$ cat src/rtl/sar_seq.sv
module sar_seq #(
  parameter int W   = 16,
  parameter int ACQ = 4
) (
  input  logic         clk,
  input  logic         rst_n,
  input  logic         conv_n,
  input  logic         cmp,
  input  logic [1:0]   mode,
  input  logic         cal_busy,
  input  logic         cs_n,
  output logic [W-1:0] trial,
  output logic         bipolar,
  output logic         eoc,
  output logic         dout,
  output logic [W-1:0] result,
  output logic         done
);
  localparam int IW = $clog2(W);
  localparam int AW = $clog2(ACQ + 1);
  localparam logic [AW-1:0] ACQ_MAX = AW'(ACQ - 1);
  localparam logic [IW-1:0] TOP = IW'(W - 1);

  logic          busy_q, pend_q, dec_q, dec_vld_q, dout_q;
  logic [IW-1:0] idx_q;
  logic [AW-1:0] acq_q;
  logic [W-1:0]  nxt;

  wire run_ok = (mode != 2'b00) && !cal_busy;
  wire start  = !busy_q && run_ok && (!conv_n || pend_q) && (acq_q == ACQ_MAX);

  always_comb begin
    nxt = trial;
    nxt[idx_q] = ~cmp;
    if (idx_q != '0) nxt[idx_q - 1'b1] = 1'b1;
  end

  always_ff @(posedge clk or negedge rst_n) begin
    if (!rst_n) begin
      busy_q    <= 1'b0;
      pend_q    <= 1'b0;
      idx_q     <= '0;
      acq_q     <= ACQ_MAX;
      trial     <= '0;
      result    <= '0;
      bipolar   <= 1'b0;
      eoc       <= 1'b0;
      done      <= 1'b0;
      dec_q     <= 1'b0;
      dec_vld_q <= 1'b0;
      dout_q    <= 1'b0;
    end else begin
      eoc       <= busy_q;
      done      <= busy_q && (idx_q == '0);
      dec_vld_q <= busy_q;
      if (busy_q) dec_q <= ~cmp;
      if (dec_vld_q) dout_q <= dec_q;
      if (start) begin
        busy_q  <= 1'b1;
        pend_q  <= 1'b0;
        idx_q   <= TOP;
        trial   <= {1'b1, {(W-1){1'b0}}};
        bipolar <= mode[1];
      end else if (busy_q) begin
        trial <= nxt;
        if (idx_q == '0) begin
          busy_q <= 1'b0;
          result <= nxt;
          acq_q  <= '0;
        end else begin
          idx_q <= idx_q - 1'b1;
        end
      end else begin
        if (acq_q != ACQ_MAX) acq_q <= acq_q + 1'b1;
        pend_q <= run_ok && (pend_q || !conv_n);
      end
    end
  end

  assign dout = !cs_n && dout_q;

  logic [3:0] idle_run;
  always_ff @(posedge clk or negedge rst_n) begin
    if (!rst_n)            idle_run <= 4'hF;
    else if (busy_q)       idle_run <= '0;
    else if (idle_run != 4'hF) idle_run <= idle_run + 1'b1;
  end

  a_r3_acq_window: assert property (@(posedge clk) disable iff (!rst_n)
    $rose(busy_q) |-> (idle_run >= 4'(ACQ)));
  a_r5_no_restart: assert property (@(posedge clk) disable iff (!rst_n)
    (busy_q && idx_q != '0) |=> (busy_q && idx_q == $past(idx_q) - 1'b1));
  a_r6_eoc_rise: assert property (@(posedge clk) disable iff (!rst_n)
    $rose(eoc) |-> (busy_q && idx_q == TOP - 1'b1));
  a_r7_cs_gate: assert property (@(posedge clk) disable iff (!rst_n)
    cs_n |-> !dout);
  a_r8_shutdown: assert property (@(posedge clk) disable iff (!rst_n)
    (!busy_q && mode == 2'b00) |=> !busy_q);
  a_r9_cal_block: assert property (@(posedge clk) disable iff (!rst_n)
    (!busy_q && cal_busy) |=> !busy_q);
  a_r10_done_pulse: assert property (@(posedge clk) disable iff (!rst_n)
    done |=> !done);
endmodule

$ cat config.mk
export PLATFORM = sky130hd
export DESIGN_NAME = sar_seq
export DESIGN_NICKNAME = d
export VERILOG_FILES = /design/src/rtl/sar_seq.sv
export SDC_FILE = /design/constraint.sdc
export NUM_CORES = 1
export LEC_CHECK = 0
export CORE_MARGIN = 2
export CORE_UTILIZATION = 52
export DETAILED_ROUTE_END_ITERATION = 10
export GPL_TIMING_DRIVEN = 0
export PLACE_DENSITY = 0.84
export SKIP_LAST_GASP = 1
export SLEW_MARGIN = 20
export SYNTH_ARGS = -nofsm -noshare
export SYNTH_HDL_FRONTEND = slang
export SYNTH_SLANG_ARGS = --single-unit
$ cat constraint.sdc
create_clock -name clk -period 2.38 [get_ports clk]
set_input_delay 0.238 -clock clk [delete_from_list [all_inputs] [get_ports clk]]
set_output_delay 0.238 -clock clk [all_outputs]
set_load 0.005 [all_outputs]
==> results.env, run 1 <==
CORE_UM2=4380
GRT_PASS1_VIAS=2066
GRT_START_MAX_NET_PINS=27
RUN_STATUS='completed'
POST-LAYOUT-TOTAL-POWER_mW=4.11
CRIT_PATH_START='idx_q[0]'
FINAL_UTIL=0.690
ROUTE.ANTENNA.REMAINING_NETS=0
SYN-CELL-AREA_UM2=2390
YOSYS_WARNING_TOTAL=0
MOSTFREQUENTLAYOUTCELL='sky130_fd_sc_hd__dfrtp_1'
DRIVE_ABOVE_1_SHARE=0.0963
TIMING.FINAL.CRIT_PERIOD_PS=2140
PIN_COUNT=44
WORST-PATH-MAX-FANOUT=9
GRTUSAGETOTAL=0.247
CP.ARRIVAL_PS=2370
CLK_LATENCY_PS=310
HOLD-PATH-ENDPOINT='dec_vld_q'
CTS_MAX_PATH_BUFFERS=2
DRC=0
N_FILL_CELL=357
PLACE_INST=344
SYNTHESIS.NETS=264
POSTSYNTHREGISTERBITS=46
WORSTHOLDPATHCELLS=0
PWR-SHARE-SEQ=0.338
SYNTH_AREA_PER_CELL_UM2=9.64
CTS_CLOCK_PIN_SLEW_FOR_THE_WORST_SETUP_AND_HOLD_PATHS_PS=100
STARTPOINT_TYPE='flip-flop'
RESIDUAL_OVERFLOW_FROM_GLOBAL_ROUTING=0
ROUTEDWLPERCELL_UM=16.8
SLEW_HEADROOM=0.500
FINCLKSKEW_PS=8.53
NUMBER_OF_PINS_WITH_NEGATIVE_MAX_SLEW_SLACK_IN_THE_FINAL_REPORT=0
PLACE_WORST_SETUP_SLACK_PS=297
LAYOUT.AREA.SEQ_UM2=1150
DRT_PASS1_ITERATIONS=4
DPL_CELL_AREA_UM2=2900
TIMING.HOLD.WORST.START='busy_q'
POST_CTS_RESIZED=0
ROUTED_WL_UM=5930
PLACED_WIRE_LENGTH_ESTIMATE_UM=4220
DRV_CAP=0
GRT_PASS1_WL_UM=9800
R2R_START='idx_q[0]'
SYNTH-MAIN-FF-CELL='sky130_fd_sc_hd__dfrtp_1'
SWITCHING_SHARE=0.397
FINAL_CELL_MIX='sky130_fd_sc_hd__dfrtp_1, sky130_fd_sc_hd__clkdlybuf4s50_1, sky130_fd_sc_hd__nand2_1, sky130_fd_sc_hd__nand3_1, sky130_fd_sc_hd__a21oi_1'
TIMING.FINAL.CRIT_SHARE=0.900
DIE_HEIGHT_UM=71.8
HP-CLASS='flip-flop to flip-flop'
POWERDENSITY_nW_PER_UM2=1360
CTS.REPAIR_TIMING.SETUP_BUFFER_COUNT=0
TIMING.REG2REG.WORST_PATH_DEPTH=6
WORSTMARGINPINSLEW_PS=747
LAYOUT_SETUP_WS_PS=237
CTS_TREE='done'
SYNTH_CELLS=248
CTS.SINK_COUNT=46
INITIAL_CELL_DENSITY_OF_THE_CORE=0.545
CRITICAL_PATH.REG2REG.ENDPOINT='trial[13]'
HOLD_VIOL_FINAL=0
IR_WORST_VDD_uV=761
HTREE_LEVELS=2
CELL_INTERNAL_POWER_mW=2.48
GP_CONGESTION=0.965
PLACEMENT_ROWS=24
ROOT_BUFFER='sky130_fd_sc_hd__clkbuf_8'
FINAL_CELL_AREA_UM2=3020
SYNTH_SEQUENTIAL_AREA_RATIO=0.483
VIAS=2118
SETUP_VIOL=0
P_CLK_FRAC=0.146
POWER.COMBINATIONAL.FRACTION=0.516
SYNTH_EDF_COUNT=0
WORST_EP_REQUIRED_TIME_PS=2610
MULTIINPUTGATEAREA_UM2=1140
YS_ASYNC_SR_FRACTION=1.00
DIE_W_UM=71.8
FF2FF_SETUP_SLACK_PS=240
SYNTH_CELL_TYPES=47
FP.DIEAREA_UM2=5150
POWER.STATIC_LEAKAGE_nW=1.33
DETAILEDROUTE.FIRSTITERATIONVIOLATIONS=191
NETS_FINISH=316
TIMING.FMAX_MHz=467
NUMBER_OF_BUFFERS_INSERTED_DURING_CLOCK_TREE_SYNTHESIS=5
GRT_ANTENNA_BEFORE_REPAIR=0
INSTANCES_NO_FILL=353
SYN_TO_FINAL_GROWTH_PCT=26.5
POWER.SWITCHING_mW=1.63
TIMING.SETUP.CRITICAL_PATH_CLASS='flip-flop to flip-flop'
POST_DRT_VIA_CELL_RATIO=6.00
N_ANTENNA_CELL=0
PORT_BUFFERS=43
END_KIND='flip-flop'
SETUP_REPAIR_AFTER_GLOBAL_ROUTING_MISSED_ITS_MARGIN='no'
==> worst max-delay path, cell delays in order (launching register included) <==
cell	delay, ps
sky130_fd_sc_hd__dfrtp_1	520
sky130_fd_sc_hd__inv_1	130
sky130_fd_sc_hd__ha_1	330
sky130_fd_sc_hd__or4_1	450
sky130_fd_sc_hd__a21boi_1	280
sky130_fd_sc_hd__nor2_1	150
sky130_fd_sc_hd__o211ai_1	200
==> layout make-up <==
class | count | area share
clock inverter | 3 | 0.0149
buffer | 15 | 0.0211
timing repair buffer | 45 | 0.151
sequential | 46 | 0.381
clock buffer | 5 | 0.0228
inverter | 9 | 0.0112
tap | 52 | 0.0215
multi-input combinational | 178 | 0.376
==> power by group through the flow <==
stage / Clock [mW] / Combinational, mW / Sequential (mW)
detailed placement: 0 / 2.10 / 1.41
finish: 0.599 / 2.12 / 1.39
global route: 0.639 / 2.33 / 1.44
floorplan: 0 / 1.23 / 1.38
global placement: 0 / 2.03 / 1.38
CTS: 0.605 / 2.11 / 1.39
==> sequential cells by signal, indices dropped and copies added, names as in the netlist, 3 cells and up <==
name,count
result,16
trial,16
idx_q,4
acq_q,3
==> synthesized netlist by cell type (all sizes together) (2+ instances only) <==
cell type,instances,area share
inv,9,0.014
dfrtp,44,0.46
a21boi,4,0.013
nand3,16,0.034
nor2,13,0.021
nor2b,4,0.010
nand2,38,0.060
and4,2,0.0073
o211ai,5,0.016
nand2b,2,0.0052
mux2,10,0.050
o31a,4,0.015
mux2i,4,0.017
o21ai,14,0.029
nand3b,8,0.025
a21oi,14,0.029
ha,8,0.042
a221o,2,0.0084
a22o,2,0.0073
xnor2,2,0.0073
clkbuf,8,0.013
buf,7,0.014
a31oi,5,0.013
nor3,2,0.0042
o221ai,5,0.018
dfstp,2,0.022
==> cells by family after synthesis <==
group                    Yosys count  synth area share
adder cells (fa/ha/maj)            8            0.0419
AND/OR/NAND/NOR                   90             0.182
XOR/XNOR                           3            0.0110
multiplexers                      14            0.0670
AO/OA/AOI/OAI                     63             0.175
buffers and inverters             24            0.0408
flip-flops                        46             0.483
==> per-stage QoR <==
stage / TNS [ps] / hold WS [ps]
after floorplan: 0 / -57.6
after global placement: -8210 / 356
after detailed placement: 0 / 234
after CTS: 0 / 381
after global routing: 0 / 387
final: 0 / 378
==> worst max-delay path by stage <==
stage	end	cells past startpoint
2_1_floorplan	bipolar	6
3_3_place_gp	bipolar	1
3_5_place_dp	trial[13]	6
4_1_cts	bipolar	6
5_1_grt	result[14]	7
6_report	trial[13]	6
==> metal layers <==
layer  part of all wire  vias to the layer above  routed length [µm]  track usage
met1               0.42                     1031                2470        0.323
li1                   -                      981                   -            -
met5                  0                        -                   0            0
met3              0.059                       20                 347       0.0464
met4              0.035                        0                 205        0.132
met2               0.49                       86                2900        0.391
==> timing repair <==
action                                  in CTS  in global routing
endpoints found under the setup margin       0                  0
hold buffers                                 1                  0
endpoints found under the hold margin       18                  0
No activity file was read; power rests on OpenSTA's default activity.
==> run 2, diff against run 1 <==
--- a/config.mk
+++ b/config.mk
@@ -6,10 +6,12 @@
 export NUM_CORES = 1
 export LEC_CHECK = 0
 export CORE_MARGIN = 2
-export CORE_UTILIZATION = 52
+export CORE_UTILIZATION = 56
 export DETAILED_ROUTE_END_ITERATION = 10
 export GPL_TIMING_DRIVEN = 0
-export PLACE_DENSITY = 0.84
+export MAX_ROUTING_LAYER = met4
+export PLACE_DENSITY = 0.9
+export SETUP_SLACK_MARGIN = 0.4
 export SKIP_LAST_GASP = 1
 export SLEW_MARGIN = 20
 export SYNTH_ARGS = -nofsm -noshare
==> constraint.sdc (replaced) <==
create_clock -name clk -period 2.59 [get_ports clk]
set_input_delay 0.259 -clock clk [delete_from_list [all_inputs] [get_ports clk]]
set_output_delay 0.259 -clock clk [all_outputs]
set_load 0.005 [all_outputs]
==> results.env, run 2 (synthesis gave the netlist of run 1 again) <==
RUN_STATUS='completed'
TIMING.HOLD.WORST.START='busy_q'
ROOT_BUFFER='sky130_fd_sc_hd__clkbuf_8'
DR.MAX_LAYER_USED='met4'
GRT_PASS1_WL_UM=9670
CTS_TREE='done'
TIMING.CRITICAL_PATH.CELLS='inv_1, ha_1, or4_1, a21boi_1, nor2_1, o221ai_1'
POWER.STATIC_LEAKAGE_nW=1.33
DRC=0
TIMING.FINAL.CRIT_PERIOD_PS=2110
RESIDUAL_OVERFLOW_FROM_GLOBAL_ROUTING=0
IR_WORST_VDD_uV=725
CORE_UM2=4060
LAYOUT_SETUP_WS_PS=480
NUMBER_OF_PINS_WITH_NEGATIVE_MAX_SLEW_SLACK_IN_THE_FINAL_REPORT=0
END_KIND='flip-flop'
ROUTED_WL_UM=5690
STARTPOINT_TYPE='flip-flop'
HOLD_VIOL_FINAL=0
GP_CONGESTION=1.05
FINCLKSKEW_PS=5.25
PLACED_WIRE_LENGTH_ESTIMATE_UM=4090
HTREE_LEVELS=2
DETAILEDROUTE.FIRSTITERATIONVIOLATIONS=182
R2R_START='idx_q[0]'
WORST-PATH-MAX-FANOUT=9
DRV_CAP=0
PIN_COUNT=44
DRT_PASS1_ITERATIONS=5
CRITICAL_PATH.MAX_STAGE_DELAY_PS=530
FP.DIEAREA_UM2=4810
SLEW_HEADROOM=0.510
FINAL_CELL_MIX='sky130_fd_sc_hd__dfrtp_1, sky130_fd_sc_hd__clkdlybuf4s50_1, sky130_fd_sc_hd__nand2_1, sky130_fd_sc_hd__nand3_1, sky130_fd_sc_hd__a21oi_1'
GRT_PASS1_VIAS=2024
REG.LARGEST.LIST='result (16), trial (16), idx_q (4)'
POWERDENSITY_nW_PER_UM2=1220
TOTALNEGATIVESETUPSLACK_PS=0
POST_DRT_VIA_CELL_RATIO=6.03
NUMBER_OF_BUFFERS_INSERTED_DURING_CLOCK_TREE_SYNTHESIS=5
CTS.SINK_COUNT=46
FIN_HOLD_WS_PS=370
HOLD-PATH-ENDPOINT='dec_vld_q'
SETUP_REPAIR_AFTER_GLOBAL_ROUTING_MISSED_ITS_MARGIN='no'
ROUTEDWLPERCELL_UM=16.2
N_ANTENNA_CELL=0
GRTUSAGETOTAL=0.257
SETUP_VIOL=0
MET2_WIRELENGTH_UM=2670
CTS_CLOCK_PIN_SLEW_FOR_THE_WORST_SETUP_AND_HOLD_PATHS_PS=80
FINAL_UTIL=0.742
CP.ARRIVAL_PS=2330
DIE_HEIGHT_UM=69.3
PLACEMENT_ROWS=23
WORST_EP_REQUIRED_TIME_PS=2810
TIMING.SETUP.CRITICAL_PATH_CLASS='flip-flop to flip-flop'
TIMING.FMAX_MHz=474
TIMING.REG2REG.WORST_PATH_DEPTH=6
TIMING.FINAL.CRIT_SHARE=0.815
NETS_FINISH=316
ROUTEDLENGTHMET1_UM=2440
CRITICAL-PATH-TOP-DELAY-FAMILY='simple AND/OR/NAND/NOR gates'
WORSTMARGINPINSLEW_PS=732
FF2FF_SETUP_SLACK_PS=480
CLK_LATENCY_PS=300
HP-CLASS='flip-flop to flip-flop'
N_FILL_CELL=283
WORSTPATHBUFFERINVERTERCOUNT=1
SYN_TO_FINAL_GROWTH_PCT=25.9
MOSTFREQUENTLAYOUTCELL='sky130_fd_sc_hd__dfrtp_1'
PORT_BUFFERS=43
CTS_MAX_PATH_BUFFERS=2
CRIT_PATH_TOP_DELAY_CELL='sky130_fd_sc_hd__dfrtp_1'
CTS.REPAIR_TIMING.SETUP_BUFFER_COUNT=0
GRT_ANTENNA_BEFORE_REPAIR=0
INITIAL_CELL_DENSITY_OF_THE_CORE=0.589
DRIVE_ABOVE_1_SHARE=0.0997
DIE_W_UM=69.3
PLACE_WORST_SETUP_SLACK_PS=485
CRITICAL_PATH.REG2REG.ENDPOINT='trial[12]'
GRT_START_MAX_NET_PINS=25
WORSTHOLDPATHCELLS=0
ROUTE.MET3.WL_UM=412
VIAS=2115
ROUTE.ANTENNA.REMAINING_NETS=0
-- run 2: cell types whose count changed in the layout (fill, tap and decap cells not counted), sizes merged --
cell | before | now
bufinv | 1 | 0
clkbuf | 13 | 15
clkinv | 0 | 1
clkinvlp | 2 | 0
-- run 2: worst reg2reg max path, stage by stage, from the launching register on --
cell and delay [ps]:
sky130_fd_sc_hd__dfrtp_1 530, sky130_fd_sc_hd__inv_1 140, sky130_fd_sc_hd__ha_1 320, sky130_fd_sc_hd__or4_1 450, sky130_fd_sc_hd__a21boi_1 280, sky130_fd_sc_hd__nor2_1 130, sky130_fd_sc_hd__o221ai_1 180
-- run 2: worst max path at each step --
stage,startpoint,end,slack [ps],cells after the start
after floorplan,acq_q[0],bipolar,720,6
after global placement,rst_n,result[11],40,1
after detailed placement,acq_q[0],bipolar,490,6
after CTS,acq_q[0],bipolar,470,6
after global routing,idx_q[0],trial[12],430,6
final,idx_q[0],trial[12],480,6
-- run 2: area by class of cell --
type,count,area [µm²],share of cell area
Clock inverter,1,5.00,0.00166
Sequential cell,46,1150,0.383
Timing Repair Buffer,45,463,0.154
Inverter,9,33.8,0.0112
Clock buffer,7,86.3,0.0287
Multi-Input combinational cell,178,1140,0.378
Tap cell,50,62.6,0.0208
Buffer,15,66.3,0.0220
-- run 2: metal layers --
metal / vias up / global-route usage
met5: - / -
met4: 0 / 0.122
met3: 21 / 0.0596
met2: 109 / 0.387
met1: 997 / 0.330
li1: 988 / -
-- run 2: through the flow --
step           total power [mW]  instance area [µm²]  instances
3_5_place_dp               3.20                 2910        342
6_report                   3.67                 3010        351
4_1_cts                    3.65                 3010        351
5_1_grt                    3.94                 3010        351
3_3_place_gp               3.12                 2880        341
2_1_floorplan              2.40                 2390        248
-- run 2: repair_timing --
| action | CTS | global route |
|---|---|---|
| endpoints found under the setup margin | 0 | 4 |
| hold endpoints to repair | 21 | 0 |
| hold buffers | 1 | 0 |
| resized for setup | 0 | 4 |
-- run 2: report_power, final --
part	internal (mW)	leakage, nW	switching [mW]
sequential	1.04	0.563	0.237
clock	0.215	0.0482	0.237
combinational	0.953	0.722	0.985
==> run 3, diff against run 2 <==
--- a/config.mk
+++ b/config.mk
@@ -6,11 +6,11 @@
 export NUM_CORES = 1
 export LEC_CHECK = 0
 export CORE_MARGIN = 2
-export CORE_UTILIZATION = 56
+export CORE_UTILIZATION = 47
 export DETAILED_ROUTE_END_ITERATION = 10
 export GPL_TIMING_DRIVEN = 0
 export MAX_ROUTING_LAYER = met4
-export PLACE_DENSITY = 0.9
+export PLACE_DENSITY = 0.81
 export SETUP_SLACK_MARGIN = 0.4
 export SKIP_LAST_GASP = 1
 export SLEW_MARGIN = 20
==> constraint.sdc (replaced) <==
create_clock -name clk -period 1.8 [get_ports clk]
set_input_delay 0.18 -clock clk [delete_from_list [all_inputs] [get_ports clk]]
set_output_delay 0.18 -clock clk [all_outputs]
set_load 0.005 [all_outputs]
==> results.env, run 3 (synthesis gave the netlist of run 1 again) <==
RUN_STATUS='completed'
ROUTEDWLPERCELL_UM=19.0
WORSTMARGINPINSLEW_PS=619
POST_DRT_VIA_CELL_RATIO=5.87
END_KIND='flip-flop'
FINCLKSKEW_PS=6.50
FF2FF_SETUP_SLACK_PS=20
DIE_W_UM=75.3
WORST_EP_REQUIRED_TIME_PS=1980
ROUTE.ANTENNA.REMAINING_NETS=0
SWITCHING_SHARE=0.411
POWER.COMBINATIONAL.FRACTION=0.638
CELL_INTERNAL_POWER_mW=4.02
CP.ARRIVAL_PS=1960
DETAILEDROUTE.FIRSTITERATIONVIOLATIONS=268
GRT_START_MAX_NET_PINS=25
N_FILL_CELL=325
ROUTEDLENGTHMET1_UM=3130
PLACED_WIRE_LENGTH_ESTIMATE_UM=4480
DRC=0
GRT_PASS1_WL_UM=11100
TIMING.FINAL.CRIT_SHARE=0.987
SLEW_HEADROOM=0.587
GRTUSAGETOTAL=0.271
CTS.SINK_COUNT=46
PLACE_INST=359
IR_WORST_VDD_uV=1010
ROUTED_WL_UM=7760
POWER.SWITCHING_mW=2.81
CLK_LATENCY_PS=300
VIAS=2396
PLACEMENT_ROWS=25
NUMBER_OF_BUFFERS_INSERTED_DURING_CLOCK_TREE_SYNTHESIS=5
FIN_HOLD_WS_PS=409
TIMING.SETUP.CRITICAL_PATH_CLASS='flip-flop to flip-flop'
HTREE_LEVELS=2
POST-LAYOUT-TOTAL-POWER_mW=6.83
HP-CLASS='flip-flop to flip-flop'
LAYOUT_SETUP_WS_PS=23.7
HOLD_VIOL_FINAL=0
DR.MAX_LAYER_USED='met4'
MOSTFREQUENTLAYOUTCELL='sky130_fd_sc_hd__dfrtp_1'
DRT_PASS1_ITERATIONS=5
ROUTE.MET3.WL_UM=523
N_ANTENNA_CELL=0
REG.LARGEST.LIST='result (16), trial (16), idx_q (4)'
POWERDENSITY_nW_PER_UM2=1790
NUMBER_OF_PINS_WITH_NEGATIVE_MAX_SLEW_SLACK_IN_THE_FINAL_REPORT=0
ROOT_BUFFER='sky130_fd_sc_hd__clkbuf_8'
CTS_TREE='done'
INSTANCES_NO_FILL=408
CTS_MAX_PATH_BUFFERS=2
DRIVE_ABOVE_1_SHARE=0.384
DIE_HEIGHT_UM=75.3
GRT_PASS1_VIAS=2217
PWR-SHARE-SEQ=0.274
P_CLK_FRAC=0.089
INITIAL_CELL_DENSITY_OF_THE_CORE=0.496
STARTPOINT_TYPE='flip-flop'
SETUP_VIOL=0
FINAL_CELL_MIX='sky130_fd_sc_hd__dfrtp_1, sky130_fd_sc_hd__clkdlybuf4s50_1, sky130_fd_sc_hd__buf_4, sky130_fd_sc_hd__nand2_1, sky130_fd_sc_hd__buf_6'
GRT_ANTENNA_BEFORE_REPAIR=0
PLACE_WORST_SETUP_SLACK_PS=-88.2
PORT_BUFFERS=43
SETUP_REPAIR_AFTER_GLOBAL_ROUTING_MISSED_ITS_MARGIN='yes'
CORE_UM2=4820
TIMING.FINAL.CRIT_PERIOD_PS=1780
MET2_WIRELENGTH_UM=3960
POWER.STATIC_LEAKAGE_nW=1.72
PIN_COUNT=44
GP_CONGESTION=0.953
SYN_TO_FINAL_GROWTH_PCT=59.9
WORST-PATH-MAX-FANOUT=7
RESIDUAL_OVERFLOW_FROM_GLOBAL_ROUTING=0
DRV_CAP=0
NETS_FINISH=357
TIMING.FMAX_MHz=563
CTS_CLOCK_PIN_SLEW_FOR_THE_WORST_SETUP_AND_HOLD_PATHS_PS=90
FP.DIEAREA_UM2=5670
==> run 3: critical path, stage by stage (launching register included) <==
cell and delay [ps]:
sky130_fd_sc_hd__dfrtp_2 460, sky130_fd_sc_hd__ha_1 430, sky130_fd_sc_hd__nand3b_1 170, sky130_fd_sc_hd__a221o_1 330, sky130_fd_sc_hd__mux2_4 270
==> run 3: layer usage <==
layer  vias to the layer above  GRT usage
met5                         -          -
met4                         0     0.0702
met3                        17     0.0410
met2                       131      0.448
met1                      1177      0.351
li1                       1071          -
==> run 3: final cells by class <==
class | instances | area [µm²] | share of cell area
Multi-Input combinational cell | 179 | 1450 | 0.380
Inverter | 9 | 41.3 | 0.0108
Tap cell | 67 | 83.8 | 0.0219
Buffer | 15 | 156 | 0.0409
Timing Repair Buffer | 85 | 851 | 0.223
Clock buffer | 5 | 68.8 | 0.0180
Sequential cell | 46 | 1160 | 0.304
Clock inverter | 2 | 10.0 | 0.00262
==> run 3: final timing paths <==
kind                            startpoint         to  depth (start not counted)
worst max-delay path              idx_q[1]  result[7]                          4
worst min-delay path                busy_q  dec_vld_q                          0
worst max register to register    idx_q[1]  result[7]                          4
worst min register to register      busy_q  dec_vld_q                          0
max in group asynchronous            rst_n   trial[6]                          3
min in group asynchronous            rst_n  result[4]                          2
==> run 3: timing repair <==
item                                   CTS  global route
gates resized for setup                 50            75
pin swaps                                5            11
setup endpoints to repair               49            51
hold buffers                             1             0
endpoints found under the hold margin   20             0
gates cloned                             2             1
buffers inserted                        18            20
==> run 3: power by group through the flow <==
stage          Sequential, mW  Clock, mW  Combinational (mW)
6_report                 1.87      0.604                4.35
3_3_place_gp             1.85          0                2.86
2_1_floorplan            1.84          0                1.74
5_1_grt                  1.92      0.667                4.69
4_1_cts                  1.83      0.619                3.52
3_5_place_dp             1.88          0                2.94
==> run 3: stage by stage <==
stage,cell area [µm²],setup TNS [ps],util
4_1_cts,3410,0,0.708
3_3_place_gp,2980,-32120,0.619
5_1_grt,3820,-77.0,0.793
6_report,3820,0,0.793
2_1_floorplan,2470,0,-
3_5_place_dp,3000,-218,0.623
